File: config.mk
export PLATFORM = sky130hd
export DESIGN_NAME = ep_stall_ctrl
export DESIGN_NICKNAME = d
export VERILOG_FILES = /design/src/rtl/ep_stall_pkg.sv /design/src/rtl/stall_req_reg.sv /design/src/rtl/halt_bank.sv /design/src/rtl/stall_decide.sv /design/src/rtl/ep_stall_ctrl.sv
export SDC_FILE = /design/constraint.sdc
export NUM_CORES = 1
export LEC_CHECK = 0
export BUFFER_PORTS_ARGS = -buffer_cell sky130_fd_sc_hd__buf_4
export CELL_PAD_IN_SITES_DETAIL_PLACEMENT = 1
export CELL_PAD_IN_SITES_GLOBAL_PLACEMENT = 1
export CORE_MARGIN = 2
export CORE_UTILIZATION = 35
export CTS_CLUSTER_DIAMETER = 40
export CTS_CLUSTER_SIZE = 24
export DETAILED_ROUTE_END_ITERATION = 8
export GPL_TIMING_DRIVEN = 0
export PLACE_DENSITY = 0.89
export SYNTH_ARGS = -nofsm -noshare
export SYNTH_HDL_FRONTEND = slang
export SYNTH_SLANG_ARGS = --single-unit
export TNS_END_PERCENT = 30
File: constraint.sdc
create_clock -name clk -period 2.18 [get_ports clk]
set_input_delay 0.218 -clock clk [delete_from_list [all_inputs] [get_ports clk]]
set_output_delay 0.218 -clock clk [all_outputs]
set_load 0.02 [all_outputs]
File: src/rtl/ep_stall_pkg.sv
package ep_stall_pkg;
  // Default endpoint count of the device function
  localparam int unsigned EP_COUNT_DEF = 8;

  // Kind of verdict produced for a transaction
  typedef enum logic [1:0] {
    VERD_ACCEPT   = 2'd0,
    VERD_HALTED   = 2'd1,
    VERD_REQUEST  = 2'd2
  } verdict_e;
endpackage

File: src/rtl/stall_req_reg.sv
module stall_req_reg #(
  parameter int unsigned NUM_EP = ep_stall_pkg::EP_COUNT_DEF
) (
  input  logic              clk,
  input  logic              rst_n,
  input  logic              wr_en,
  input  logic [NUM_EP-1:0] wr_data,
  input  logic [NUM_EP-1:0] wr_mask,
  input  logic              acen_wr_en,
  input  logic              acen_wr_data,
  input  logic [NUM_EP-1:0] autoclr_mask,
  output logic [NUM_EP-1:0] req_q,
  output logic              acen_q
);
  // Masked merge of new data into the old register value
  function automatic logic [NUM_EP-1:0] merge_bits(
    input logic [NUM_EP-1:0] old_v,
    input logic [NUM_EP-1:0] new_v,
    input logic [NUM_EP-1:0] msk);
    return (old_v & ~msk) | (new_v & msk);
  endfunction

  logic [NUM_EP-1:0] written;
  logic [NUM_EP-1:0] req_d;

  always_comb begin
    written = wr_en ? merge_bits(req_q, wr_data, wr_mask) : req_q;
    // auto-clear takes priority over a same-cycle write
    req_d   = written & ~autoclr_mask;
  end

  always_ff @(posedge clk) begin
    if (!rst_n) begin
      req_q  <= '0;
      acen_q <= 1'b0;
    end else begin
      req_q <= req_d;
      if (acen_wr_en) acen_q <= acen_wr_data;
    end
  end
endmodule

File: src/rtl/halt_bank.sv
module halt_bank #(
  parameter int unsigned NUM_EP = ep_stall_pkg::EP_COUNT_DEF
) (
  input  logic              clk,
  input  logic              rst_n,
  input  logic [NUM_EP-1:0] clr_mask,
  input  logic [NUM_EP-1:0] set_mask,
  output logic [NUM_EP-1:0] halt_q
);
  for (genvar g = 0; g < NUM_EP; g++) begin : g_halt
    always_ff @(posedge clk) begin
      if (!rst_n)
        halt_q[g] <= 1'b0;
      else if (set_mask[g])
        halt_q[g] <= 1'b1;
      else if (clr_mask[g])
        halt_q[g] <= 1'b0;
    end
  end
endmodule

File: src/rtl/stall_decide.sv
module stall_decide #(
  parameter int unsigned NUM_EP = ep_stall_pkg::EP_COUNT_DEF,
  localparam int unsigned EPW   = (NUM_EP > 1) ? $clog2(NUM_EP) : 1
) (
  input  logic              clk,
  input  logic              rst_n,
  input  logic              txn_valid,
  input  logic [EPW-1:0]    txn_ep,
  input  logic [NUM_EP-1:0] halt_q,
  input  logic [NUM_EP-1:0] req_q,
  input  logic [NUM_EP-1:0] clr_mask,
  input  logic              acen,
  output logic [NUM_EP-1:0] set_mask,
  output logic [NUM_EP-1:0] autoclr_mask,
  output logic              ev_req_stall,
  output logic              dec_valid,
  output logic              dec_stall,
  output logic [EPW-1:0]    dec_ep
);
  import ep_stall_pkg::*;

  // Binary endpoint number to one-hot select
  function automatic logic [NUM_EP-1:0] ep_sel(input logic [EPW-1:0] ep);
    logic [NUM_EP-1:0] r;
    r = '0;
    r[ep] = 1'b1;
    return r;
  endfunction

  // Verdict for one endpoint given the live halt bit and request bit
  function automatic verdict_e judge(input logic halt_live, input logic req);
    if (halt_live) return VERD_HALTED;
    if (req)       return VERD_REQUEST;
    return VERD_ACCEPT;
  endfunction

  logic [NUM_EP-1:0] halt_live;
  logic [NUM_EP-1:0] sel;
  verdict_e          verd;

  always_comb begin
    // host clears act before the transaction is judged
    halt_live    = halt_q & ~clr_mask;
    sel          = txn_valid ? ep_sel(txn_ep) : '0;
    verd         = judge(halt_live[txn_ep], req_q[txn_ep]);
    ev_req_stall = txn_valid && (verd == VERD_REQUEST);
    set_mask     = ev_req_stall ? sel : '0;
    autoclr_mask = (ev_req_stall && acen) ? sel : '0;
  end

  always_ff @(posedge clk) begin
    if (!rst_n) begin
      dec_valid <= 1'b0;
      dec_stall <= 1'b0;
      dec_ep    <= '0;
    end else begin
      dec_valid <= txn_valid;
      if (txn_valid) begin
        dec_stall <= (verd != VERD_ACCEPT);
        dec_ep    <= txn_ep;
      end
    end
  end
endmodule

File: src/rtl/ep_stall_ctrl.sv
module ep_stall_ctrl #(
  parameter int unsigned NUM_EP = ep_stall_pkg::EP_COUNT_DEF,
  localparam int unsigned EPW   = (NUM_EP > 1) ? $clog2(NUM_EP) : 1
) (
  input  logic              clk,
  input  logic              rst_n,
  input  logic              req_wr_en,
  input  logic [NUM_EP-1:0] req_wr_data,
  input  logic [NUM_EP-1:0] req_wr_mask,
  input  logic              acen_wr_en,
  input  logic              acen_wr_data,
  input  logic              txn_valid,
  input  logic [EPW-1:0]    txn_ep,
  input  logic              clrfeat_valid,
  input  logic [EPW-1:0]    clrfeat_ep,
  input  logic              setup_valid,
  output logic              dec_valid,
  output logic              dec_stall,
  output logic [EPW-1:0]    dec_ep,
  output logic [NUM_EP-1:0] req_rd,
  output logic              acen_rd
);
  // Named internal events, also observed by the bound checker
  logic [NUM_EP-1:0] clr_mask;
  logic [NUM_EP-1:0] set_mask;
  logic [NUM_EP-1:0] autoclr_mask;
  logic [NUM_EP-1:0] halt_q;
  logic              ev_req_stall;

  always_comb begin
    clr_mask = '0;
    if (clrfeat_valid) clr_mask[clrfeat_ep] = 1'b1;
    if (setup_valid)   clr_mask[0]          = 1'b1;
  end

  stall_req_reg #(.NUM_EP(NUM_EP)) req_i (
    .clk          (clk),
    .rst_n        (rst_n),
    .wr_en        (req_wr_en),
    .wr_data      (req_wr_data),
    .wr_mask      (req_wr_mask),
    .acen_wr_en   (acen_wr_en),
    .acen_wr_data (acen_wr_data),
    .autoclr_mask (autoclr_mask),
    .req_q        (req_rd),
    .acen_q       (acen_rd)
  );

  halt_bank #(.NUM_EP(NUM_EP)) halt_i (
    .clk      (clk),
    .rst_n    (rst_n),
    .clr_mask (clr_mask),
    .set_mask (set_mask),
    .halt_q   (halt_q)
  );

  stall_decide #(.NUM_EP(NUM_EP)) dec_i (
    .clk          (clk),
    .rst_n        (rst_n),
    .txn_valid    (txn_valid),
    .txn_ep       (txn_ep),
    .halt_q       (halt_q),
    .req_q        (req_rd),
    .clr_mask     (clr_mask),
    .acen         (acen_rd),
    .set_mask     (set_mask),
    .autoclr_mask (autoclr_mask),
    .ev_req_stall (ev_req_stall),
    .dec_valid    (dec_valid),
    .dec_stall    (dec_stall),
    .dec_ep       (dec_ep)
  );
endmodule

==> qor.yml <==
run_status:
  status: "completed"
clock_tree:
  clockRootBuffer: "sky130_fd_sc_hd__clkbuf_4"
  cts_tree: "done"
  worst_setup_hold_path_clk_slew_ns: 0.12
  postCtsSetupBuffers: 0
  cts_made_buffers: 3
  max-clock-path-buffers: 2
  worstSkewPairLatency_ns: 0.31
  cts_hold_repair.buffers: 0
  cts_sinks: 22
  ctsResizeCount: 0
  cts_htree_levels: 1
yosys:
  syn_avg_cell_area_sq_um: 9.05
  synthesis.yosys.warnings: 0
  postSynthNetCount: 170
  netlist-cell-type-count: 39
  top_post_synthesis_cells_by_area: "sky130_fd_sc_hd__dfxtp_1 (35%), sky130_fd_sc_hd__nand2_1 (7.7%), sky130_fd_sc_hd__mux2_2 (7.1%)"
  postSynthCellCount: 140
  synth_seq_area_share: 0.347
  yosysTopAreaCellShare: 0.347
  post-synth-top-area-cell: "sky130_fd_sc_hd__dfxtp_1"
  netlist_area_sq_um: 1270
  synth_seq_cells: 22
global_routing:
  number_of_global_route_vias_before_repair: 1363
  overflow: 0
  grt_antenna_before_repair: 0
  pin_count_of_the_biggest_net_entering_global_routing: 13
  grt_first_pass_wirelength_mm: 6.58
  grt.total_usage: 0.204
critical_path:
  critPathCaptureType: "flip-flop"
  critical_path.top_delay_family: "multiplexers"
  path_cells: "mux4_2, mux2i_2, a211oi_2, buf_6, a32o_1"
  critical_path.reg2reg.startpoint: "req_i.req_q[7]"
  critPathKind: "reg2reg"
  timing.critical_path.arrival_ns: 1.96
  slowest_stage: "sky130_fd_sc_hd__mux4_2"
  startpoint_type: "flip-flop"
  worst-path-max-fanout: 10
  timing.critical_path.slowest_cell_delay_ns: 0.48
  regToRegEndpoint: "halt_i.halt_q[0]"
  worst-r2r-setup-slack_ns: 0.44
  ff2ff_path_depth: 5
  worstSetupStartpoint: "req_i.req_q[7]"
  critical_path_buf_inv_count: 1
  cp_data_required_time_ns: 2.40
route:
  postRouteWirelength_mm: 3.91
  vias_per_cell: 5.50
  dr_total_vias: 1254
  drtIter0Drc: 50
  count_of_tritonroute_iterations_in_the_first_routing_pass: 4
  wl_per_cell_microns: 17.1
  antenna_nets_post_route: 0
  drc_errors: 0
placement:
  preCtsSetupSlack_ns: 0.280
  post_detail_place_hpwl_mm: 3.07
  finalWeightedCongestion: 0.898
  port_buffers: 38
cells_and_area:
  insertedDiodeCount: 0
  area.growth.synth_to_final_pct: 29.9
  nNetsFinal: 213
  share_of_final_layout_standard_cells_stronger_than_drive_strength_1: 0.341
floorplanning:
  initial_core_util: 0.371
  fp-row-count: 21
  core_sq_um: 3420
  top_level_ports: 44
  die_area_sq_um: 4120
  fp.dieW_microns: 64.2
  die_h_microns: 64.2
min_path:
  worst_hold_path_type: "in2reg"
  worst_hold_path.num_cells: 3
  timing.hold.worst.start: "acen_wr_data"
  min_to: "req_i.acen_q"
timing:
  max-slew-margin-rel: 0.595
  fmax_mhz: 574
  clock-skew-final_ns: 0.00270
  setup-violations-final: 0
  postLayoutSetupSlackWorst_ns: 0.438
  hold_violations: 0
  final.setup.tns_ns: 0
  unrepaired_setup_endpoints_after_global_routing: "no"
  period_share: 0.799
  timing.final.crit_period_ns: 1.74
  tightest_slew_ns: 0.606
  fin_hold_ws_ns: 0.157
  drv_slew: 0
power:
  power_density_nw_per_um2: 515
  p_leak_nw: 0.685
  power.ir.vdd_worst_uv: 216
  total_power_uw: 849
run:
  max_cap_viol_count: 0
[area by class of cell]
class	instances	area, sq um
Multi-Input combinational cell	104	762
Sequential cell	22	440
Inverter	3	11.3
Tap cell	46	57.6
Buffer	11	53.8
Timing Repair Buffer	38	285
Clock buffer	4	36.3
Fill cell	416	1770
[sequential cells by signal, indices dropped and copies added, names as in the netlist]
| name | cells |
|---|---|
| halt_i.halt_q | 8 |
| req_i.req_q | 8 |
| dec_i.dec_ep | 3 |
| dec_i.dec_stall | 1 |
| dec_i.dec_valid | 1 |
| req_i.acen_q | 1 |
[cells in the mapped netlist, drive strengths merged]
| cell | instances |
|---|---|
| nand2 | 26 |
| dfxtp | 22 |
| mux2 | 8 |
| nor2b | 8 |
| a31oi | 7 |
| clkbuf | 6 |
| buf | 5 |
| mux2i | 5 |
| nor2 | 5 |
| a31o | 4 |
| and2 | 3 |
| inv | 3 |
| mux4 | 3 |
| o32ai | 3 |
| a211oi | 2 |
| a21oi | 2 |
| a32o | 2 |
| a41oi | 2 |
| and4b | 2 |
| nand2b | 2 |
| nand3 | 2 |
| nand3b | 2 |
| nor3b | 2 |
| nor4bb | 2 |
| a21boi | 1 |
| and3 | 1 |
| and4 | 1 |
| and4bb | 1 |
| nand4 | 1 |
| nor3 | 1 |
| nor4b | 1 |
| o211a | 1 |
| o21ai | 1 |
| o221ai | 1 |
| o311ai | 1 |
| or2 | 1 |
[logic make-up after synthesis]
logic type | after synthesis | share of synthesized area
AOI/OAI and AO/OA | 27 | 0.168
DFF | 22 | 0.347
and+or+nand+nor | 61 | 0.267
buffers and inverters | 14 | 0.0513
muxes | 16 | 0.167
[layer usage]
layer  global-route usage  vias up  routed length, microns
met5                    0        -                       0
met4               0.0479        0                      42
met3               0.0264        5                     231
met2                0.388       46                    1980
met1                0.239      602                    1650
li1                     -      601                       -
[worst max path at each step]
stage | endpoint | cells past startpoint | slack, ns
final | halt_i.halt_q[0] | 5 | 0.44
after global routing | halt_i.halt_q[0] | 5 | 0.38
after detailed placement | halt_i.halt_q[0] | 6 | 0.28
after floorplan | halt_i.halt_q[0] | 6 | 0.50
after CTS | halt_i.halt_q[0] | 5 | 0.43
after global placement | halt_i.halt_q[0] | 6 | 0.31
[tightest hold or removal path, delay by kind of cell]
| kind | cells | cell delay [ns] |
|---|---|---|
| buf+inv | 1 | 0.07 |
| mux | 1 | 0.05 |
| simple gates | 1 | 0.10 |
[through the flow]
step | util | instance area (sq um) | instances
floorplan | - | 1270 | 140
finish | 0.482 | 1650 | 228
global placement | 0.471 | 1610 | 224
detailed placement | 0.471 | 1610 | 224
global route | 0.482 | 1650 | 228
CTS | 0.482 | 1650 | 228
[placed cells by master, fill, tap and decap left out, types with 3 or more instances in the layout]
cell / n
sky130_fd_sc_hd__a31o_1: 4
sky130_fd_sc_hd__a31oi_1: 7
sky130_fd_sc_hd__and2_1: 3
sky130_fd_sc_hd__buf_2: 4
sky130_fd_sc_hd__buf_4: 38
sky130_fd_sc_hd__clkbuf_1: 6
sky130_fd_sc_hd__clkbuf_4: 3
sky130_fd_sc_hd__dfxtp_1: 22
sky130_fd_sc_hd__inv_1: 3
sky130_fd_sc_hd__mux2_2: 8
sky130_fd_sc_hd__mux2i_1: 4
sky130_fd_sc_hd__mux4_2: 3
sky130_fd_sc_hd__nand2_1: 26
sky130_fd_sc_hd__nor2_1: 5
sky130_fd_sc_hd__nor2b_1: 8
sky130_fd_sc_hd__o32ai_1: 3
[power breakdown]
group / internal, mW / switching (mW) / leakage (nW)
clock: 0.102 / 0.127 / 0.0210
combinational: 0.0936 / 0.0978 / 0.484
sequential: 0.417 / 0.0108 / 0.180
Note: power is estimated with default switching activity, not from simulation.
